### src/rtl/rxq_pkg.sv
package rxq_pkg;

   typedef enum logic [3:0] {
      IID_NONE  = 4'b0001,
      IID_LSTAT = 4'b0110,
      IID_RDATA = 4'b0100,
      IID_TOUT  = 4'b1100
   } iid_e;

   // fill threshold for each select value
   function automatic int unsigned trig_depth(input logic [1:0] sel, input int unsigned depth);
      case (sel)
         2'd0:    return 1;
         2'd1:    return depth / 4;
         2'd2:    return depth / 2;
         default: return depth - 2;
      endcase
   endfunction

endpackage

### src/rtl/rxq_store.sv
module rxq_store #(
   parameter int DW    = 8,
   parameter int DEPTH = 16,
   localparam int AW   = $clog2(DEPTH),
   localparam int CW   = $clog2(DEPTH + 1)
) (
   input  logic          clk,
   input  logic          rst_n,
   input  logic          push_req,
   input  logic [DW-1:0] push_data,
   input  logic          pop_req,
   output logic [DW-1:0] head,
   output logic [CW-1:0] count,
   output logic          push_ok,
   output logic          pop_ok,
   output logic          ovr
);
   localparam bit POW2 = ((1 << AW) == DEPTH);

   logic [DW-1:0] mem [DEPTH];
   logic [AW-1:0] wptr, rptr, wnext, rnext;
   logic          full, empty;

   assign full    = (count == CW'(DEPTH));
   assign empty   = (count == '0);
   assign pop_ok  = pop_req && !empty;
   assign push_ok = push_req && (!full || pop_ok);
   assign ovr     = push_req && full && !pop_ok;
   assign head    = mem[rptr];

   generate
      if (POW2) begin : g_wrap_free
         assign wnext = wptr + 1'b1;
         assign rnext = rptr + 1'b1;
      end else begin : g_wrap_cmp
         assign wnext = (wptr == AW'(DEPTH - 1)) ? '0 : wptr + 1'b1;
         assign rnext = (rptr == AW'(DEPTH - 1)) ? '0 : rptr + 1'b1;
      end
   endgenerate

   always_ff @(posedge clk) begin
      if (push_ok) mem[wptr] <= push_data;
   end

   always_ff @(posedge clk or negedge rst_n) begin
      if (!rst_n) begin
         wptr  <= '0;
         rptr  <= '0;
         count <= '0;
      end else begin
         if (push_ok) wptr <= wnext;
         if (pop_ok)  rptr <= rnext;
         case ({push_ok, pop_ok})
            2'b10:   count <= count + 1'b1;
            2'b01:   count <= count - 1'b1;
            default: count <= count;
         endcase
      end
   end

   AST_NO_OVERFLOW: assert property (@(posedge clk) disable iff (!rst_n) count <= CW'(DEPTH));
   AST_EMPTY_READ: assert property (@(posedge clk) disable iff (!rst_n)
      (count == '0 && pop_req && !push_req) |=> (count == '0));

endmodule

### src/rtl/rxq_timer.sv
module rxq_timer #(
   parameter int FRW  = 4,
   localparam int TW  = FRW + 2
) (
   input  logic           clk,
   input  logic           rst_n,
   input  logic           tick,
   input  logic           rx_evt,
   input  logic           rd_evt,
   input  logic           nonempty,
   input  logic [FRW-1:0] frame_bits,
   output logic           pend
);
   logic [TW-1:0] limit, tmr;

   assign limit = {frame_bits, 2'b00};

   always_ff @(posedge clk or negedge rst_n) begin
      if (!rst_n) begin
         tmr  <= '0;
         pend <= 1'b0;
      end else if (rd_evt) begin
         tmr  <= '0;
         pend <= 1'b0;
      end else begin
         if (rx_evt && !pend)          tmr <= '0;
         else if (tick && tmr < limit) tmr <= tmr + 1'b1;
         if (!pend && nonempty && !rx_evt && tmr >= limit) pend <= 1'b1;
      end
   end

   AST_TO_HAS_DATA: assert property (@(posedge clk) disable iff (!rst_n) pend |-> nonempty);
   AST_TO_READ_CLR: assert property (@(posedge clk) disable iff (!rst_n) (pend && rd_evt) |=> !pend);
   AST_TO_HOLD: assert property (@(posedge clk) disable iff (!rst_n) (pend && !rd_evt) |=> pend);

endmodule

### src/rtl/rxq_prio.sv
module rxq_prio
   import rxq_pkg::*;
(
   input  logic       ls_act,
   input  logic       rda_act,
   input  logic       to_act,
   output logic [3:0] iid,
   output logic       irq
);
   iid_e code;

   always_comb begin
      if (ls_act)       code = IID_LSTAT;
      else if (rda_act) code = IID_RDATA;
      else if (to_act)  code = IID_TOUT;
      else              code = IID_NONE;
   end

   assign iid = code;
   assign irq = (code != IID_NONE);

endmodule

### src/rtl/uart_rxq_irq.sv
module uart_rxq_irq
   import rxq_pkg::*;
#(
   parameter int DW    = 8,
   parameter int DEPTH = 16,
   parameter int FRW   = 4,
   localparam int CW   = $clog2(DEPTH + 1)
) (
   input  logic           clk,
   input  logic           rst_n,
   input  logic           chr_vld,
   input  logic [DW-1:0]  chr_data,
   input  logic           chr_perr,
   input  logic           chr_ferr,
   input  logic           chr_brk,
   input  logic           rd_stb,
   input  logic           lsr_rd,
   input  logic           fifo_en,
   input  logic           rdi_en,
   input  logic           lsi_en,
   input  logic [1:0]     trig_sel,
   input  logic [FRW-1:0] frame_bits,
   input  logic           bit_tick,
   output logic [DW-1:0]  rd_data,
   output logic [CW-1:0]  fill,
   output logic           data_ready,
   output logic [3:0]     lsr_flags,
   output logic [3:0]     iid,
   output logic           irq
);
   generate
      if (DEPTH < 8) begin : g_bad_depth
         initial $fatal(1, "uart_rxq_irq: DEPTH must be at least 8");
      end
      if (DW < 5 || FRW < 2) begin : g_bad_width
         initial $fatal(1, "uart_rxq_irq: DW >= 5 and FRW >= 2 required");
      end
   endgenerate

   logic          push_ok, pop_ok, ovr, to_pend;
   logic [CW-1:0] level;
   logic [3:0]    lsr_q, lsr_set;
   logic          ls_act, rda_act, to_act, rx_on;

   rxq_store #(.DW(DW), .DEPTH(DEPTH)) u_store (
      .clk(clk), .rst_n(rst_n),
      .push_req(chr_vld), .push_data(chr_data), .pop_req(rd_stb),
      .head(rd_data), .count(fill),
      .push_ok(push_ok), .pop_ok(pop_ok), .ovr(ovr)
   );

   rxq_timer #(.FRW(FRW)) u_timer (
      .clk(clk), .rst_n(rst_n),
      .tick(bit_tick), .rx_evt(chr_vld), .rd_evt(pop_ok),
      .nonempty(fill != '0), .frame_bits(frame_bits), .pend(to_pend)
   );

   // sticky line status: bit3 break, bit2 framing, bit1 parity, bit0 overrun
   assign lsr_set = {chr_vld & chr_brk, chr_vld & chr_ferr, chr_vld & chr_perr, ovr};

   always_ff @(posedge clk or negedge rst_n) begin
      if (!rst_n) lsr_q <= '0;
      else        lsr_q <= (lsr_rd ? 4'b0000 : lsr_q) | lsr_set;
   end

   assign lsr_flags  = lsr_q;
   assign data_ready = (fill != '0);
   assign level      = CW'(trig_depth(trig_sel, DEPTH));
   assign rx_on      = fifo_en & rdi_en;
   assign ls_act     = lsi_en & (|lsr_q);
   assign rda_act    = rx_on & (fill >= level);
   assign to_act     = rx_on & to_pend;

   rxq_prio u_prio (
      .ls_act(ls_act), .rda_act(rda_act), .to_act(to_act),
      .iid(iid), .irq(irq)
   );

   AST_DR_SET: assert property (@(posedge clk) disable iff (!rst_n) push_ok |=> data_ready);
   AST_OVR_FLAG: assert property (@(posedge clk) disable iff (!rst_n) ovr |=> lsr_flags[0]);
   AST_LS_FIRST: assert property (@(posedge clk) disable iff (!rst_n)
      (lsi_en && lsr_flags != 4'b0) |-> (iid == 4'b0110));
   AST_RDA_LEVEL: assert property (@(posedge clk) disable iff (!rst_n)
      (rx_on && fill >= level && !(lsi_en && lsr_flags != 4'b0)) |-> (iid == 4'b0100));
   AST_GATED: assert property (@(posedge clk) disable iff (!rst_n)
      !rx_on |-> (iid == 4'b0001 || iid == 4'b0110));

endmodule

### config.mk
export PLATFORM = sky130hd
export DESIGN_NAME = uart_rxq_irq
export DESIGN_NICKNAME = d
export VERILOG_FILES = /design/src/rtl/rxq_pkg.sv /design/src/rtl/rxq_store.sv /design/src/rtl/rxq_timer.sv /design/src/rtl/rxq_prio.sv /design/src/rtl/uart_rxq_irq.sv
export SDC_FILE = /design/constraint.sdc
export NUM_CORES = 1
export LEC_CHECK = 0
export BUFFER_PORTS_ARGS = -buffer_cell sky130_fd_sc_hd__buf_4
export CAP_MARGIN = 0
export CORE_MARGIN = 5
export CORE_UTILIZATION = 40
export DETAILED_ROUTE_END_ITERATION = 10
export HOLD_SLACK_MARGIN = 0.15
export PLACE_DENSITY_LB_ADDON = 0.05
export SKIP_CTS_REPAIR_TIMING = 1
export SLEW_MARGIN = 20
export SYNTH_ARGS = -nofsm -noshare
export SYNTH_HDL_FRONTEND = slang
export SYNTH_HIERARCHICAL = 1
export SYNTH_SLANG_ARGS = --single-unit
### constraint.sdc
create_clock -name clk -period 2.95 [get_ports clk]
set_clock_uncertainty 0.15 [all_clocks]
set_input_delay 0.59 -clock clk [delete_from_list [all_inputs] [get_ports clk]]
set_output_delay 0.59 -clock clk [all_outputs]
set_load 0.01 [all_outputs]
# Yosys cells after proc, flatten, opt, wreduce, memory -nomap -nowiden

Memory sizes are Yosys's and may differ from the RTL's.
Cells that the tools add are included.

Register bits after elaboration: 24
Memory bits (writable): 128
Bits of input ports: 26
Memories: 1

Add/subtract/negate cells: 5
Magnitude comparators: 3
Equal/unequal tests: 6
Multiplexer cells: 13
Bitwise gates (word level): 8
Reductions and logical operators: 22

Memories:

| memory      | depth | bits a word | read ports | clocked after Yosys merged registers in | wr ports | RTL line        | source |
|---|---|---|---|---|---|---|---|
| u_store.mem | 16    | 8           | 1          | 0                                       | 1        | rxq_store.sv:20 | `logic [DW-1:0] mem [DEPTH];` |

Operators by type and width:

| cell                                                                  | number |
|---|---|
| 6-bit 2-to-1 mux                                                      | 3 |
| 4-bit 2-to-1 mux                                                      | 4 |
| 4-bit one-hot mux with 3 select lines                                 | 1 |
| 5-bit one-hot mux with 2 select lines                                 | 1 |
| 1-bit logical AND                                                     | 9 |
| 4-bit by 1-bit adder with 4-bit output, second input constant         | 2 |
| 1-bit bitwise AND                                                     | 7 |
| 6-bit by 1-bit adder with 6-bit output, second input constant         | 1 |
| 6-bit >= comparator                                                   | 1 |
| 6-bit < comparator                                                    | 1 |
| 5-bit by 1-bit adder with 5-bit output, second input constant         | 1 |
| 5-bit equality test, second input constant                            | 1 |
| 5-bit >= comparator                                                   | 1 |
| 1-bit zero test                                                       | 5 |
| 5-bit zero test                                                       | 1 |
| 5-bit nonzero test                                                    | 1 |
| 5-bit by 1-bit subtractor with 5-bit output, second input constant    | 1 |
| 2-bit by 1-bit equality test with 1-bit output, second input constant | 2 |
| 2-bit equality test, second input constant                            | 2 |
| 1-bit 2-to-1 mux                                                      | 4 |
| 4-bit by 1-bit != test with 1-bit output, second input constant       | 1 |
| 4-bit bitwise OR                                                      | 1 |
| 2-bit nonzero test                                                    | 2 |
| 4-bit OR reduction                                                    | 1 |
| other kinds (3)                                                       | 3 |

# Depth between registers and ports, before layout

Depth in word-level cells: 7
Gate-level depth with buffers: 11
Gate-level depth less buffers: 9

# By module

Netlist, hierarchy kept.

By module, submodules not included:

| module       | times used | cells an instance | area an instance (um^2) | sequential area each (um^2) |
|---|---|---|---|---|
| rxq_store    | 1          | 310               | 5786.8                  | 4169.0 |
| rxq_timer    | 1          | 57                | 505.5                   | 175.2 |
| uart_rxq_irq | 1          | 29                | 272.8                   | 100.1 |
| rxq_prio     | 1          | 5                 | 32.5                    | 0.0 |

# Worst setup path after synthesis

No wires, ideal clock.

Kind: reg2reg
Start: register u_store.count[1]
End: register u_store.count[4]
Setup time: 138 ps
Data arrival time: 2463 ps
Slack: 198 ps
Stages on the path, launching flop included: 12
Path buffers: 2
Period minus slack after synthesis: 2752 ps
Cell sequence: dfrtp_1 buf_6 or4_4 buf_6 o21ai_4 nor2_1 xor2_1 ha_1 o31a_1 nor3_1 o32a_1 o21ai_0

Cells in the longest elaborated chain, start to end: 7

Ends and longest elaborated chain:

| what                                                                                  | RTL line        | source |
|---|---|---|
| start: declaration                                                                    | rxq_store.sv:13 | `output logic [CW-1:0] count,` |
| start signal: assignment                                                              | rxq_store.sv:54 | `2'b10: count <= count + 1'b1;` |
| start signal: assignment                                                              | rxq_store.sv:55 | `2'b01: count <= count - 1'b1;` |
| start signal: assignment                                                              | rxq_store.sv:56 | `default: count <= count;` |
| 5-bit zero test                                                                       | rxq_store.sv:25 | `assign empty = (count == '0);` |
| 1-bit zero test                                                                       | rxq_store.sv:26 | `assign pop_ok = pop_req && !empty;` |
| 1-bit logical AND                                                                     | rxq_store.sv:26 |  |
| 1-bit logical OR                                                                      | rxq_store.sv:27 | `assign push_ok = push_req && (!full \|\| pop_ok);` |
| 1-bit logical AND                                                                     | rxq_store.sv:27 |  |
| 2-bit by 1-bit equality test with 1-bit output or 2-bit equality test (tied branches) | rxq_store.sv:53 | `case ({push_ok, pop_ok})` |
| 5-bit one-hot mux with 2 select lines or 2-bit nonzero test (tied branches)           | -               |  |

Parallel ways exist; a longest one is shown, timed or not.
A chain may end at the register's enable or synchronous reset.

# Worst setup path in the final report

Start: register u_store.count[3]
End: output iid[2]

Cells in the longest elaborated chain, start to end: 4

Ends and longest elaborated chain:

| what                | RTL line           | source |
|---|---|---|
| 5-bit >= comparator | uart_rxq_irq.sv:71 | `assign rda_act = rx_on & (fill >= level);` |
| 1-bit bitwise AND   | uart_rxq_irq.sv:71 |  |
| via rda_act         | uart_rxq_irq.sv:43 | `logic ls_act, rda_act, to_act, rx_on;` |
| 4-bit 2-to-1 mux    | rxq_prio.sv:14     | `else if (rda_act) code = IID_RDATA;` |
| 4-bit 2-to-1 mux    | rxq_prio.sv:13     | `if (ls_act) code = IID_LSTAT;` |
| end: declaration    | uart_rxq_irq.sv:28 | `output logic [3:0] iid,` |

The timed path passes the listed nets, and every way through them passes these cells.

==> results.sh <==
export IMPL_status="finished, final reports clean"
export IMPL_setup_violations=0
export IMPL_r2r_start="u_store/count[1]"
export IMPL_drc=0
export IMPL_n_fill_cell=1451
export IMPL_synth_edf_count=128
export IMPL_drive_gt1_frac=0.293
export IMPL_antenna_left=0
export IMPL_synth_commonest_cells="edfxtp_1 (128), mux4_2 (32), nand2_1 (29)"
export IMPL_routed_via_density=5.34
export IMPL_dr_pass1_iters=4
export IMPL_fp_dieH_um=138
export IMPL_grt_usage=0.154
export IMPL_ys_warn_count=6
export IMPL_min_to="lsr_flags[1]"
export IMPL_r2r_end="u_store/count[4]"
export IMPL_portBuffers=48
export IMPL_syn_inst=401
export IMPL_vias=3757
export IMPL_synth_area_leaders="edfxtp_1 (58%), mux4_2 (11%), dfrtp_1 (9.1%)"
export IMPL_ir_drop_mv=0.444
export IMPL_yosysUniqueCellTypes=52
export IMPL_rsz0062_at_grt="no"
export IMPL_grt_pass1_wl_um=22500
export IMPL_synth_most_common_cell="edfxtp_1"
export IMPL_num_antenna_cells=0
export IMPL_p_leak_uw=0.00293
export IMPL_core_rowCount=47
export IMPL_clk_insertion_delay_late_ns=0.41
export IMPL_root_buffer="clkbuf_16"
export IMPL_utilization=0.483
export IMPL_hold_path_cell_count=2
export IMPL_syn_area_mm2=0.00660
export IMPL_synth_top_flop_cell="edfxtp_1"
export IMPL_syn_nets=444
export IMPL_ys_ff_latch=152
export IMPL_grt_pass1_vias=3943
export IMPL_initial_core_util=0.402
export IMPL_yosysTopAreaCellShare=0.583
export IMPL_areaGrowthSynthToFinish_pct=20.2
export IMPL_maxSlewViolCount=0
export IMPL_power_density_mw_per_mm2=925
export IMPL_worstRegToRegCells=10
export IMPL_core_area_mm2=0.0164
export IMPL_slew_headroom=0.357
export IMPL_arrival_ns=2.12
export IMPL_finalCritPeriodShare=0.971
export IMPL_required_ns=2.21
export IMPL_startpoint="u_store/count[3]"
export IMPL_yosysSeqAreaShare=0.674
export IMPL_antenna_found_initial=0
export IMPL_worst_pin_slew_ns=0.961
export IMPL_grt_max_degree=25
export IMPL_io_pins=49
export IMPL_wire_per_inst_um=20.2
export IMPL_end_kind="output pin"
export IMPL_reg2reg_slack_ns=0.29
export IMPL_criticalPathCategory="reg2out"
export IMPL_finalHoldViolCount=0
export IMPL_ctsHtreeMaxLevel=4
export IMPL_path_clk_slew_ns=0.06
export IMPL_syn_avg_cell_area_um2=16.5
export IMPL_die_x_um=138
export IMPL_hold_path_startpoint="chr_perr"
export IMPL_overflow=0
export IMPL_layout_min_cycle_time_ns=2.86
export IMPL_drtIter0Drc=201
export IMPL_synth_area_leader_cell="edfxtp_1"
export IMPL_gp_congestion=0.722
export IMPL_dpl_hpwl_um=9450
export IMPL_cp_start_kind="flop"
export IMPL_finalSetupTns_ns=0
export IMPL_numCtsBuffers=17
export IMPL_maxCapViolations=0
export IMPL_clock_fmax_ghz=0.349
export IMPL_hold_path_class="in2reg"
export IMPL_die_area_mm2=0.0192
export IMPL_wl_um=14200
export IMPL_layout_nets=514
export IMPL_cts_tree="built"
export IMPL_clockBufferDepth=2
export IMPL_crit_path_max_fanout=10
export IMPL_cts_sinks=152
export IMPL_async_reset_ff_frac=0.158
[metrics by stage]
step                std cells  setup slack (ns)  hold slack (ns)  total power [uW]  area, um2
floorplan                 401             0.198            0.144              4310       6600
global placement          668             0.317            0.359              5200       7290
detailed placement        668             0.199            0.364              5230       7290
CTS                       700            -0.103          -0.0798              7370       7880
global route              704          0.000661            0.225              7740       7930
finish                    704            0.0851            0.238              7340       7930
[area by class of cell]
| type | instances | area (um2) | area share |
|---|---|---|---|
| clock buffers | 26 | 531 | 0.0669 |
| clock inverters | 6 | 60.1 | 0.00757 |
| inverters | 17 | 63.8 | 0.00804 |
| multi-input cells | 212 | 1990 | 0.251 |
| flip-flops and latches | 152 | 4450 | 0.561 |
| well taps | 220 | 275 | 0.0347 |
| repair buffers | 71 | 568 | 0.0716 |
[registers in the layout (all words and copies together), names as in the netlist]
name	flops
u_timer/tmr	6
u_store/wptr	4
u_store/count	5
lsr_flags	4
u_store/rptr	4
u_timer/pend	1
u_store/mem	128
[placed cells by master, fill, tap and decap left out, types with 2 or more instances in the layout]
cell and n:
edfxtp_1 128, buf_4 66, mux4_2 32, nand2_1 29
dfrtp_1 22, clkbuf_16 18, inv_1 17, ha_1 17
a22oi_1 16, and3_1 13, nor2_1 10, a21oi_1 9
xnor2_1 8, or3_1 6, o21ai_0 6, nor3_1 5
clkbuf_8 5, nor2b_1 5, and4_1 4, nand2b_1 4
mux2i_1 4, a21o_1 3, clkinv_2 3, clkbuf_1 3
o31a_1 3, a31oi_1 3, a22o_1 2, buf_6 2
xor2_1 2, nor4_1 2, o22ai_1 2, nand3_1 2
o211ai_1 2, nand4_1 2, dfrtp_2 2, buf_12 2
[critical path, cell delays in order, from the launching register on]
cell	delay [ns]
dfrtp_2	0.48
ha_1	0.34
o311ai_2	0.23
a21oi_1	0.12
or3_1	0.39
buf_4	0.15
[routing by layer]
layer	GRT usage	up-vias	share of wire
met5	0	-	0
met4	0.0499	0	0.014
met3	0.0328	14	0.042
met2	0.254	86	0.50
met1	0.205	1932	0.44
li1	-	1725	-
[worst max path at each step]
| stage | endpoint | depth (start not counted) |
|---|---|---|
| after floorplan | u_store/count[4] | 11 |
| after global placement | irq | 7 |
| after detailed placement | irq | 7 |
| after CTS | irq | 5 |
| after global routing | rd_data[6] | 5 |
| final | iid[2] | 5 |
[kinds of logic (layout without fill, tap and decap cells)]
logic type	count (synthesis)	in the layout	synth area share
AOI/OAI and AO/OA	61	61	0.0669
xor gates and xnor gates	10	10	0.0133
adders and majority gates	17	17	0.0322
buffers and inverters	37	120	0.0269
DFF	152	152	0.674
muxes	36	36	0.115
and+or+nand+nor	88	88	0.0717
[where the power goes]
part	switching, uW	internal [uW]	leakage [uW]	total (uW)
sequential	184	2610	0.00146	2800
combinational	1240	1170	0.00118	2410
clock	804	1320	0.000296	2130
Power figures use the tool's default switching activity.
